==> src/rtl/usb_susp_ctl.sv <==
module usb_susp_ctl #(
  parameter int CYC_PER_MS = 60000
) (
  input  logic clk,
  input  logic rst_n,
  input  logic bus_active,
  input  logic resume_detect,
  input  logic sw_resume,
  input  logic ie_suspend,
  input  logic ie_resume,
  output logic phy_suspend,
  output logic drive_resume,
  output logic irq_suspend,
  output logic irq_resume,
  output logic resume_timing_err
);
  localparam int IDLE_LIM = 3 * CYC_PER_MS;
  localparam int HOLD_MIN = 10 * CYC_PER_MS;
  localparam int HOLD_MAX = 15 * CYC_PER_MS;
  localparam int IW = $clog2(IDLE_LIM + 1);
  localparam int HW = $clog2(HOLD_MAX + 2);

  logic [IW-1:0] idle_q;
  logic [HW-1:0] hold_q;
  logic          busy, wake, at_lim, req_rise, req_fall;

  assign busy     = bus_active | resume_detect | sw_resume;
  assign wake     = resume_detect | sw_resume;
  assign at_lim   = (idle_q == IW'(IDLE_LIM - 1));
  assign req_rise = sw_resume & ~drive_resume;
  assign req_fall = ~sw_resume & drive_resume;

  always_ff @(posedge clk) begin
    if (!rst_n) begin
      phy_suspend <= 1'b0;
      idle_q      <= '0;
      irq_suspend <= 1'b0;
      irq_resume  <= 1'b0;
    end else begin
      irq_suspend <= 1'b0;
      irq_resume  <= 1'b0;
      if (phy_suspend) begin
        if (wake) begin
          phy_suspend <= 1'b0;
          irq_resume  <= resume_detect & ie_resume;
        end
      end else if (busy) begin
        idle_q <= '0;
      end else if (at_lim) begin
        phy_suspend <= 1'b1;
        idle_q      <= '0;
        irq_suspend <= ie_suspend;
      end else begin
        idle_q <= idle_q + 1'b1;
      end
    end
  end

  always_ff @(posedge clk) begin
    if (!rst_n) begin
      drive_resume      <= 1'b0;
      hold_q            <= '0;
      resume_timing_err <= 1'b0;
    end else begin
      drive_resume <= sw_resume;
      if (req_rise) begin
        hold_q            <= HW'(1);
        resume_timing_err <= 1'b0;
      end else if (sw_resume) begin
        if (hold_q == HW'(HOLD_MAX)) resume_timing_err <= 1'b1;
        if (hold_q <= HW'(HOLD_MAX)) hold_q <= hold_q + 1'b1;
      end else if (req_fall) begin
        if (hold_q < HW'(HOLD_MIN)) resume_timing_err <= 1'b1;
        hold_q <= '0;
      end
    end
  end
endmodule

==> config.mk <==
export PLATFORM = sky130hd
export DESIGN_NAME = usb_susp_ctl
export DESIGN_NICKNAME = d
export VERILOG_FILES = /design/src/rtl/usb_susp_ctl.sv
export SDC_FILE = /design/constraint.sdc
export NUM_CORES = 1
export LEC_CHECK = 0
export BUFFER_PORTS_ARGS = -buffer_cell sky130_fd_sc_hd__buf_2
export CORE_ASPECT_RATIO = 1.1
export CORE_MARGIN = 2
export CORE_UTILIZATION = 65
export CTS_BUF_LIST = sky130_fd_sc_hd__clkbuf_16
export CTS_CLUSTER_SIZE = 8
export DETAILED_ROUTE_END_ITERATION = 6
export PLACE_DENSITY = 0.84
export SLEW_MARGIN = 20
export SYNTH_ARGS = -nofsm -noshare
export SYNTH_HDL_FRONTEND = slang
export SYNTH_SLANG_ARGS = --single-unit
==> constraint.sdc <==
create_clock -name clk -period 5.5 [get_ports clk]
set_clock_uncertainty 0.1 [all_clocks]
set_input_delay 0.275 -clock clk [delete_from_list [all_inputs] [get_ports clk]]
set_output_delay 0.275 -clock clk [all_outputs]
set_load 0.01 [all_outputs]
==> results of run 1 <==
[critical path, stage by stage (launching register included)]
cell	delay [ns]
sky130_fd_sc_hd__dfxtp_1	0.39
sky130_fd_sc_hd__nand2_1	0.12
sky130_fd_sc_hd__or4_4	0.53
sky130_fd_sc_hd__o41ai_4	0.68
sky130_fd_sc_hd__o21ai_1	0.38
sky130_fd_sc_hd__or4_1	0.49
sky130_fd_sc_hd__a21oi_1	0.18
[cells in the mapped netlist]
master	number	share of area
sky130_fd_sc_hd__a22oi_1	1	0.0034
sky130_fd_sc_hd__o22a_1	1	0.0039
sky130_fd_sc_hd__a21o_1	2	0.0068
sky130_fd_sc_hd__a311oi_1	1	0.0039
sky130_fd_sc_hd__nand3_1	13	0.029
sky130_fd_sc_hd__nor2_1	23	0.039
sky130_fd_sc_hd__or3b_2	1	0.0039
sky130_fd_sc_hd__a21oi_1	11	0.025
sky130_fd_sc_hd__and3_1	4	0.011
sky130_fd_sc_hd__nor2b_1	6	0.017
sky130_fd_sc_hd__a22o_1	1	0.0039
sky130_fd_sc_hd__xor2_1	9	0.035
sky130_fd_sc_hd__nor3b_1	1	0.0034
sky130_fd_sc_hd__inv_1	8	0.014
sky130_fd_sc_hd__ha_1	3	0.017
sky130_fd_sc_hd__and2_1	7	0.020
sky130_fd_sc_hd__o21a_1	2	0.0068
sky130_fd_sc_hd__dfxtp_1	43	0.39
sky130_fd_sc_hd__o211ai_1	6	0.020
sky130_fd_sc_hd__nor3_1	5	0.011
sky130_fd_sc_hd__and4_1	1	0.0039
sky130_fd_sc_hd__or3_1	7	0.020
sky130_fd_sc_hd__mux2_2	1	0.0051
sky130_fd_sc_hd__clkbuf_1	7	0.012
sky130_fd_sc_hd__or4_1	4	0.014
sky130_fd_sc_hd__nor4bb_1	1	0.0045
sky130_fd_sc_hd__o311ai_0	1	0.0039
sky130_fd_sc_hd__nand4b_1	1	0.0039
sky130_fd_sc_hd__o41ai_4	1	0.012
sky130_fd_sc_hd__nor4_1	6	0.017
sky130_fd_sc_hd__or4_4	1	0.0051
sky130_fd_sc_hd__o31ai_1	9	0.030
sky130_fd_sc_hd__a31oi_1	5	0.014
sky130_fd_sc_hd__xnor2_1	3	0.012
sky130_fd_sc_hd__or2_2	3	0.0085
sky130_fd_sc_hd__o41ai_1	1	0.0039
sky130_fd_sc_hd__nand2_1	32	0.054
sky130_fd_sc_hd__o21ai_1	3	0.0068
sky130_fd_sc_hd__o21ai_0	32	0.072
sky130_fd_sc_hd__buf_2	2	0.0045
sky130_fd_sc_hd__nand4_1	10	0.028
sky130_fd_sc_hd__o22ai_1	1	0.0028
[placed cells by master (no fill, tap or decap), drive strengths merged, types with 9 or more instances in the layout]
cell type / count
inv: 9
nor2: 23
xor2: 9
nand2: 32
dfxtp: 43
nand3: 13
o21ai: 35
a21oi: 11
o31ai: 9
buf: 12
nand4: 10
[path summary, 6_finish.rpt]
kind | startpoint | end | cells past startpoint
setup / recovery | hold_q[12]$_SDFFE_PP0P_ | hold_q[12]$_SDFFE_PP0P_ | 6
hold reg to reg | idle_q[11]$_SDFFE_PN0N_ | idle_q[11]$_SDFFE_PN0N_ | 1
setup reg to reg | hold_q[12]$_SDFFE_PP0P_ | hold_q[12]$_SDFFE_PP0P_ | 6
hold / removal | resume_detect | phy_suspend$_SDFF_PN0_ | 2
[state kept, by name, indices dropped and copies added (netlist names)]
register and count:
resume_timing_err 1, idle_q 18, hold_q 20, irq_resume 1, phy_suspend 1, drive_resume 1
irq_suspend 1
[power groups by stage]
| stage | logic [uW] | registers, uW | clock network (uW) |
|---|---|---|---|
| after floorplan | 14.4 | 322 | 0 |
| after global placement | 21.4 | 322 | 0 |
| after detailed placement | 21.6 | 322 | 0 |
| after CTS | 22.0 | 315 | 346 |
| after global routing | 24.8 | 315 | 360 |
| final | 22.3 | 315 | 343 |
[cell type report]
class                      count  area [sq um]  area share
multi-input combinational    220          1300       0.526
sequential                    43           861       0.349
clock buffer                   5           125      0.0507
timing repair buffer          12          62.6      0.0253
clock inverter                 3          47.5      0.0193
tap                           36          45.0      0.0182
inverter                       8          30.0      0.0122
[per-stage QoR]
step	setup WS, ns	cell area (sq um)	cells	hold slack (ns)	utilization
final	2.55	2470	327	0.109	0.747
after global routing	2.36	2470	327	0.116	0.747
after CTS	2.58	2470	327	0.107	0.747
after detailed placement	2.59	2300	319	0.362	0.695
after global placement	2.78	2290	319	0.349	0.694
after floorplan	3.23	2220	280	0.278	-
[layer usage]
layer  part of all wire  global-route usage
met1               0.47               0.385
met2               0.46               0.438
met3              0.053              0.0551
met4              0.022               0.111
met5                  0                   0
[cell families after synthesis]
kind of cell	Yosys count	share of synthesized area
AOI/OAI and AO/OA	78	0.220
xor gates and xnor gates	12	0.0473
adders and majority gates	3	0.0169
buffers and inverters	17	0.0299
DFF	43	0.388
muxes	1	0.00507
and+or+nand+nor	126	0.293
==> qor.json, run 1 <==
{
  "power_and_ir_drop": {
    "internal-power_uw": 537,
    "combinationalPowerShare": 0.033,
    "power_leakage_uw": 0.000817,
    "cellPowerDensity_nw_per_um2": 276,
    "p_seq_frac": 0.463,
    "switchingPower_uw": 144,
    "pwr-share-clk": 0.504,
    "sw_frac_of_total": 0.211,
    "design_power_total_uw": 680,
    "worst_ir_drop_vdd_mv": 0.159
  },
  "yosys": {
    "yosysSeqAreaShare": 0.388,
    "yosysUniqueCellTypes": 42,
    "avgSynthCellArea_sq_um": 7.93,
    "synth_nets": 290,
    "ys_ff_latch": 43,
    "syn_area_sq_um": 2220,
    "syn-instance-count": 280,
    "ys.warnings.count": 0
  },
  "clock_network": {
    "post_cts_buffers": 0,
    "cts_max_path_buffers": 2,
    "postCtsResizedCells": 0,
    "tritoncts": "done",
    "clock_latency_ns": 0.29,
    "number_of_buffers_inserted_during_clock_tree_synthesis": 5,
    "htree_num_levels": 2,
    "tritoncts_num_sinks": 43,
    "postCtsHoldBufs": 0,
    "root_buffer": "sky130_fd_sc_hd__clkbuf_16",
    "clk_transition_reported_paths_ns": 0.07
  },
  "floorplan": {
    "num_rows": 22,
    "dieArea_sq_um": 3900,
    "initial_utilization": 0.672,
    "chipHeight_um": 65.3,
    "fp.coreArea_sq_um": 3300,
    "chipWidth_um": 59.7,
    "design.portCount": 12
  },
  "critical_path": {
    "end_kind": "register",
    "setup.reg_to_reg.worst_slack_ns": 2.55,
    "worst_ep_arrival_time_ns": 3.06,
    "path_max_fanout": 12,
    "required_ns": 5.61,
    "critPathLaunchType": "register",
    "critical_path_class": "reg2reg"
  },
  "cells_and_area": {
    "num_antenna_cells": 0,
    "areaGrowthSynthToFinish_pct": 11.2,
    "finalNetCount": 300,
    "n_fill_cell": 240,
    "final_layout_size_suffix_gt1_frac": 0.0962
  },
  "global_routing": {
    "first_global_vias": 1923,
    "grt_pass1_wl_um": 8560,
    "pin_count_of_the_biggest_net_entering_global_routing": 20,
    "grt_overflow": 0,
    "number_of_antenna_violations_at_the_first_check_in_global_routing": 0,
    "track_usage": 0.283
  },
  "sta": {
    "final_hold_violation_count": 0,
    "worst-slew-pin-transition_ns": 0.738,
    "setup_tns_ns": 0,
    "post-route-min-period_ns": 2.95,
    "slew_margin_rel": 0.508,
    "drv_slew": 0,
    "setup_viol": 0,
    "fin_crit_sh": 0.537,
    "clock.fmax_mhz": 339,
    "rsz0062_at_grt": "false"
  },
  "detailed_routing": {
    "drt_wl_total_um": 5060,
    "viasPerCell": 6.50,
    "ant_nets": 0,
    "number_of_violations_reported_at_the_end_of_detailed_routing_iteration_0": 231,
    "first_pass_iters": 4,
    "routed-via-count": 2125,
    "post-route-drc-count": 0,
    "detail_route.wl_per_cell_um": 15.5
  },
  "placed_design": {
    "port_buffer_cells": 11,
    "routabilityCongestion": 0.881,
    "dp.final_hpwl_um": 3370
  },
  "outcome": {
    "status": "finished clean"
  },
  "min_path": {
    "hold_path.class": "in2reg"
  },
  "run": {
    "drv.max_cap_violation_count": 0
  }
}
Power figures use the tool's default switching activity.
==> run 2: changes to the inputs <==
- CORE_UTILIZATION: 65 -> 54
- PLACE_DENSITY: 0.84 -> 0.75
- clock period: 5.5 -> 2.7 ns (I/O delays scaled with it)
==> run 2 against run 1 <==
Net effect:
- global-route usage is 5.7 points lower
- cell count up 7.0%
- largest power group is now sequential cells
- maximum frequency up 17%
- via count down 2.4%
==> qor.json, run 2 (synthesized netlist as in run 1, its figures left out) <==
{
  "global_routing": {
    "grt_pass1_wl_um": 8420,
    "pin_count_of_the_biggest_net_entering_global_routing": 20,
    "number_of_antenna_violations_at_the_first_check_in_global_routing": 0,
    "first_global_vias": 1951,
    "track_usage": 0.226,
    "grt_overflow": 0
  },
  "detailed_routing": {
    "first_pass_iters": 4,
    "routed-via-count": 2075,
    "ant_nets": 0,
    "detail_route.wl_per_cell_um": 13.9,
    "number_of_violations_reported_at_the_end_of_detailed_routing_iteration_0": 171,
    "drt_wl_total_um": 4870,
    "post-route-drc-count": 0,
    "viasPerCell": 5.93
  },
  "critical_path": {
    "worst_ep_arrival_time_ns": 2.64,
    "critical_path_class": "reg2reg",
    "crit_chain": "nand2_1 > or4_4 > o41ai_4 > buf_4 > o21ai_1 > or3_1 > a21oi_1",
    "critPathLaunchType": "register",
    "r2r_end": "hold_q[15]$_SDFFE_PP0P_",
    "worst-path-buf-inv": 1,
    "rr_worst_depth": 7,
    "setup.reg_to_reg.worst_slack_ns": 0.18,
    "path_delay_family": "simple AND/OR/NAND/NOR gates",
    "required_ns": 2.82,
    "path_max_fanout": 11,
    "worst_path_max_delay_cell": "sky130_fd_sc_hd__or4_4",
    "worstReg2RegStart": "hold_q[13]$_SDFFE_PP0P_",
    "end_kind": "register",
    "critical-path-max-stage-delay_ns": 0.53
  },
  "sta": {
    "setup_viol": 0,
    "setup_tns_ns": 0,
    "drv_slew": 0,
    "rsz0062_at_grt": "false",
    "fin_crit_sh": 0.933,
    "final_hold_violation_count": 0,
    "worst-slew-pin-transition_ns": 0.490,
    "setup_slack_ns": 0.181,
    "post-route-min-period_ns": 2.52,
    "clock.fmax_mhz": 397,
    "slew_margin_rel": 0.672
  },
  "cells_and_area": {
    "post_route_non_filler_standard_cell_count": 350,
    "layout.cells.most_common": "sky130_fd_sc_hd__dfxtp_1",
    "finalNetCount": 307,
    "top_register": "hold_q",
    "highest_count_cells_in_the_layout_ignoring_fill_and_taps": "sky130_fd_sc_hd__dfxtp_1 (43), sky130_fd_sc_hd__o21ai_0 (32), sky130_fd_sc_hd__nand2_1 (32), sky130_fd_sc_hd__nor2_1 (23), sky130_fd_sc_hd__nand3_1 (13)",
    "num_antenna_cells": 0,
    "largest_register_ffs": 20,
    "final_layout_size_suffix_gt1_frac": 0.107,
    "areaGrowthSynthToFinish_pct": 13.7,
    "reg.largest.list": "hold_q x20, idle_q x18"
  },
  "clock_network": {
    "tritoncts_num_sinks": 43,
    "cts_max_path_buffers": 2,
    "number_of_buffers_inserted_during_clock_tree_synthesis": 5,
    "htree_num_levels": 2,
    "tritoncts": "done",
    "root_buffer": "sky130_fd_sc_hd__clkbuf_16",
    "clk_transition_reported_paths_ns": 0.06,
    "clock_latency_ns": 0.28,
    "post_cts_buffers": 0
  },
  "placed_design": {
    "routabilityCongestion": 0.870,
    "dp.final_hpwl_um": 3330,
    "numPlacedInstances": 339,
    "place_worst_setup_slack_ns": 0.230,
    "port_buffer_cells": 11
  },
  "floorplan": {
    "chipWidth_um": 65.1,
    "dieArea_sq_um": 4640,
    "chipHeight_um": 71.3,
    "design.portCount": 12,
    "num_rows": 24,
    "fp.coreArea_sq_um": 3960,
    "initial_utilization": 0.560
  },
  "min_path": {
    "holdCritStartpoint": "sw_resume",
    "hold_path.class": "in2reg",
    "hold-path-endpoint": "phy_suspend$_SDFF_PN0_",
    "hold_path_depth": 2
  },
  "power_and_ir_drop": {
    "power_leakage_uw": 0.000831,
    "cellPowerDensity_nw_per_um2": 513,
    "worst_ir_drop_vdd_mv": 0.278
  },
  "run": {
    "drv.max_cap_violation_count": 0
  },
  "outcome": {
    "status": "finished clean"
  }
}
run 2: cell types whose count changed in the layout (fill, tap and decap cells not counted), sizes merged:
cell / change
bufinv: -1
clkinv: -1
dlygate4sd3: +3
buf: +4
clkinvlp: +2
run 2: stage by stage:
| step | total power [uW] | hold slack, ns | util | cell area (sq um) |
|---|---|---|---|---|
| finish | 1290 | 0.0962 | 0.637 | 2520 |
| global route | 1340 | 0.110 | 0.637 | 2520 |
| CTS | 1310 | 0.0831 | 0.636 | 2520 |
| detailed placement | 703 | 0.265 | 0.591 | 2340 |
| global placement | 703 | 0.263 | 0.591 | 2340 |
| floorplan | 685 | 0.138 | - | 2220 |
run 2: power by group:
group	switching [uW]	internal (uW)	total, uW
registers	4.16	637	642
clock network	256	346	601
logic	31.8	20.4	52.2
run 2: worst max path at each step:
stage,end,depth (start not counted),startpoint,slack (ns)
global placement,hold_q[14]$_SDFFE_PP0P_,6,hold_q[12]$_SDFFE_PP0P_,0.32
detailed placement,hold_q[18]$_SDFFE_PP0P_,6,hold_q[13]$_SDFFE_PP0P_,0.23
global route,hold_q[15]$_SDFFE_PP0P_,7,hold_q[12]$_SDFFE_PP0P_,0.01
finish,hold_q[15]$_SDFFE_PP0P_,7,hold_q[13]$_SDFFE_PP0P_,0.18
floorplan,hold_q[8]$_SDFFE_PP0P_,7,hold_q[13]$_SDFFE_PP0P_,0.43
CTS,hold_q[18]$_SDFFE_PP0P_,6,hold_q[13]$_SDFFE_PP0P_,0.21
run 2: repair_timing:
action / CTS / global route
hold buffers: 3 / 0
resized for setup: 0 / 1
setup endpoints to repair: 0 / 3
hold endpoints to repair: 3 / 0
run 2: per-layer routing:
layer  track usage  vias up  wire (um)
met1         0.302      961       2400
met5             0        -          0
met4        0.0787        0         50
met3        0.0518        7        180
li1              -     1069          -
met2         0.361       38       2240
run 2: layout make-up:
type	instances	area, sq um
fillers	362	1440
multi-input cells	220	1300
flip-flops and latches	43	861
clock buffers	5	125
repair buffers	19	123
well taps	52	65.1
inverters	8	30.0
clock inverters	3	23.8
==> run 3: changes to the inputs <==
- REMOVE_ABC_BUFFERS: unset -> 1
==> run 3 against run 2 <==
Net effect:
- register-to-register slack gained 0.04 ns
- first-iteration DRC count grew 13%
- critical endpoint is now hold_q[8]$_SDFFE_PP0P_
- global-route usage grew 0.32 points
- highest routed layer unchanged
- clock power shrank 1%
- combinational power shrank 1%
==> qor.json, run 3 (synthesized netlist as in run 1, its figures left out) <==
{
  "clock_network": {
    "number_of_buffers_inserted_during_clock_tree_synthesis": 5,
    "cts_max_path_buffers": 2,
    "tritoncts_num_sinks": 43,
    "clk_transition_reported_paths_ns": 0.06,
    "htree_num_levels": 2,
    "root_buffer": "sky130_fd_sc_hd__clkbuf_16",
    "tritoncts": "done",
    "clock_latency_ns": 0.28,
    "post_cts_buffers": 0
  },
  "critical_path": {
    "worst_ep_arrival_time_ns": 2.60,
    "worstReg2RegStart": "hold_q[12]$_SDFFE_PP0P_",
    "worst_path_max_delay_cell": "sky130_fd_sc_hd__or4_4",
    "crit_chain": "nand2_1 > or4_4 > o41ai_4 > o21ai_1 > buf_4 > or4_1 > nand3_1",
    "end_kind": "register",
    "path_max_fanout": 11,
    "r2r_end": "hold_q[8]$_SDFFE_PP0P_",
    "critical_path_class": "reg2reg",
    "critPathLaunchType": "register",
    "required_ns": 2.82,
    "critical-path-max-stage-delay_ns": 0.53,
    "rr_worst_depth": 7,
    "setup.reg_to_reg.worst_slack_ns": 0.22
  },
  "placed_design": {
    "port_buffer_cells": 11,
    "routabilityCongestion": 0.880,
    "dp.final_hpwl_um": 3440
  },
  "power_and_ir_drop": {
    "p_seq_frac": 0.498,
    "combinationalPowerShare": 0.040,
    "switchingPower_uw": 289,
    "internal-power_uw": 998,
    "design_power_total_uw": 1290,
    "power_leakage_uw": 0.000835,
    "worst_ir_drop_vdd_mv": 0.256,
    "sw_frac_of_total": 0.224,
    "cellPowerDensity_nw_per_um2": 510,
    "pwr-share-clk": 0.461
  },
  "cells_and_area": {
    "reg.largest.list": "hold_q x20, idle_q x18",
    "finalNetCount": 308,
    "layout.cells.most_common": "sky130_fd_sc_hd__dfxtp_1",
    "final_layout_size_suffix_gt1_frac": 0.104,
    "n_fill_cell": 366,
    "largest_register_ffs": 20,
    "top_register": "hold_q",
    "num_antenna_cells": 0,
    "areaGrowthSynthToFinish_pct": 13.7,
    "layout.core_utilization": 0.637,
    "highest_count_cells_in_the_layout_ignoring_fill_and_taps": "sky130_fd_sc_hd__dfxtp_1 (43), sky130_fd_sc_hd__o21ai_0 (32), sky130_fd_sc_hd__nand2_1 (32), sky130_fd_sc_hd__nor2_1 (23), sky130_fd_sc_hd__nand3_1 (13)"
  },
  "sta": {
    "final_hold_violation_count": 0,
    "fin_crit_sh": 0.918,
    "setup_tns_ns": 0,
    "post-route-min-period_ns": 2.48,
    "worst_hold_slack_ns": 0.0892,
    "setup_viol": 0,
    "worst-slew-pin-transition_ns": 0.679,
    "rsz0062_at_grt": "false",
    "clock.fmax_mhz": 403,
    "drv_slew": 0,
    "slew_margin_rel": 0.543
  },
  "min_path": {
    "hold_path_depth": 2,
    "hold-path-endpoint": "phy_suspend$_SDFF_PN0_",
    "holdCritStartpoint": "sw_resume",
    "hold_path.class": "in2reg"
  },
  "global_routing": {
    "number_of_antenna_violations_at_the_first_check_in_global_routing": 0,
    "grt_pass1_wl_um": 8380,
    "first_global_vias": 1888,
    "track_usage": 0.229,
    "grt_overflow": 0,
    "pin_count_of_the_biggest_net_entering_global_routing": 15
  },
  "floorplan": {
    "design.portCount": 12,
    "fp.coreArea_sq_um": 3960,
    "chipHeight_um": 71.3,
    "num_rows": 24,
    "initial_utilization": 0.560,
    "dieArea_sq_um": 4640,
    "chipWidth_um": 65.1
  },
  "detailed_routing": {
    "ant_nets": 0,
    "detail_route.wl_per_cell_um": 14.2,
    "post-route-drc-count": 0,
    "first_pass_iters": 4,
    "viasPerCell": 6.04,
    "routed-via-count": 2119,
    "drt_wl_total_um": 4980,
    "number_of_violations_reported_at_the_end_of_detailed_routing_iteration_0": 193
  },
  "outcome": {
    "status": "finished clean"
  },
  "run": {
    "drv.max_cap_violation_count": 0
  }
}
-- run 3: worst max-delay path by stage --
| stage | start | cells after the start | end |
|---|---|---|---|
| after floorplan | hold_q[13]$_SDFFE_PP0P_ | 6 | hold_q[12]$_SDFFE_PP0P_ |
| after global placement | hold_q[12]$_SDFFE_PP0P_ | 7 | hold_q[12]$_SDFFE_PP0P_ |
| after detailed placement | hold_q[12]$_SDFFE_PP0P_ | 7 | hold_q[8]$_SDFFE_PP0P_ |
| after CTS | hold_q[12]$_SDFFE_PP0P_ | 7 | hold_q[8]$_SDFFE_PP0P_ |
| after global routing | hold_q[13]$_SDFFE_PP0P_ | 7 | hold_q[12]$_SDFFE_PP0P_ |
| final | hold_q[12]$_SDFFE_PP0P_ | 7 | hold_q[8]$_SDFFE_PP0P_ |
-- run 3: what timing repair did --
item / CTS / global route
gates resized for setup: 0 / 0
endpoints found under the setup margin: 0 / 0
hold buffers: 3 / 0
endpoints found under the hold margin: 3 / 0
-- run 3: cell type report --
cell class | instances | area [sq um] | area share
flip-flops and latches | 43 | 861 | 0.341
well taps | 52 | 65.1 | 0.0258
inverters | 8 | 30.0 | 0.0119
multi-input cells | 220 | 1290 | 0.512
repair buffers | 20 | 130 | 0.0515
clock buffers | 5 | 125 | 0.0496
clock inverters | 3 | 20.0 | 0.00793
-- run 3: power groups by stage --
stage                     Sequential [uW]  Clock, uW  Combinational (uW)
after floorplan                       655          0                24.9
after global placement                656          0                46.2
after detailed placement              656          0                47.0
after CTS                             641        601                50.8
after global routing                  642        624                57.3
final                                 641        594                51.6
-- run 3: worst max-delay path, delay by kind of cell, from the launching register on --
kind / cells / cell delay, ns
and+or+nand+nor: 4 / 1.20
AOI/OAI and AO/OA: 2 / 0.55
DFF: 1 / 0.39
buffers and inverters: 1 / 0.18
-- run 3: stage by stage --
stage / cells / instance area, sq um / setup WS, ns
after floorplan: 271 / 2180 / 0.176
after global placement: 340 / 2350 / 0.303
after detailed placement: 340 / 2350 / 0.238
after CTS: 351 / 2520 / 0.225
after global routing: 351 / 2520 / 0.0784
final: 351 / 2520 / 0.220
-- run 3: metal layers --
metal	global-route usage	vias to the layer above	wire, um
met5	0	-	0
met4	0.0694	0	59
met3	0.0534	7	329
met2	0.355	66	2250
met1	0.321	985	2350
li1	-	1061	-
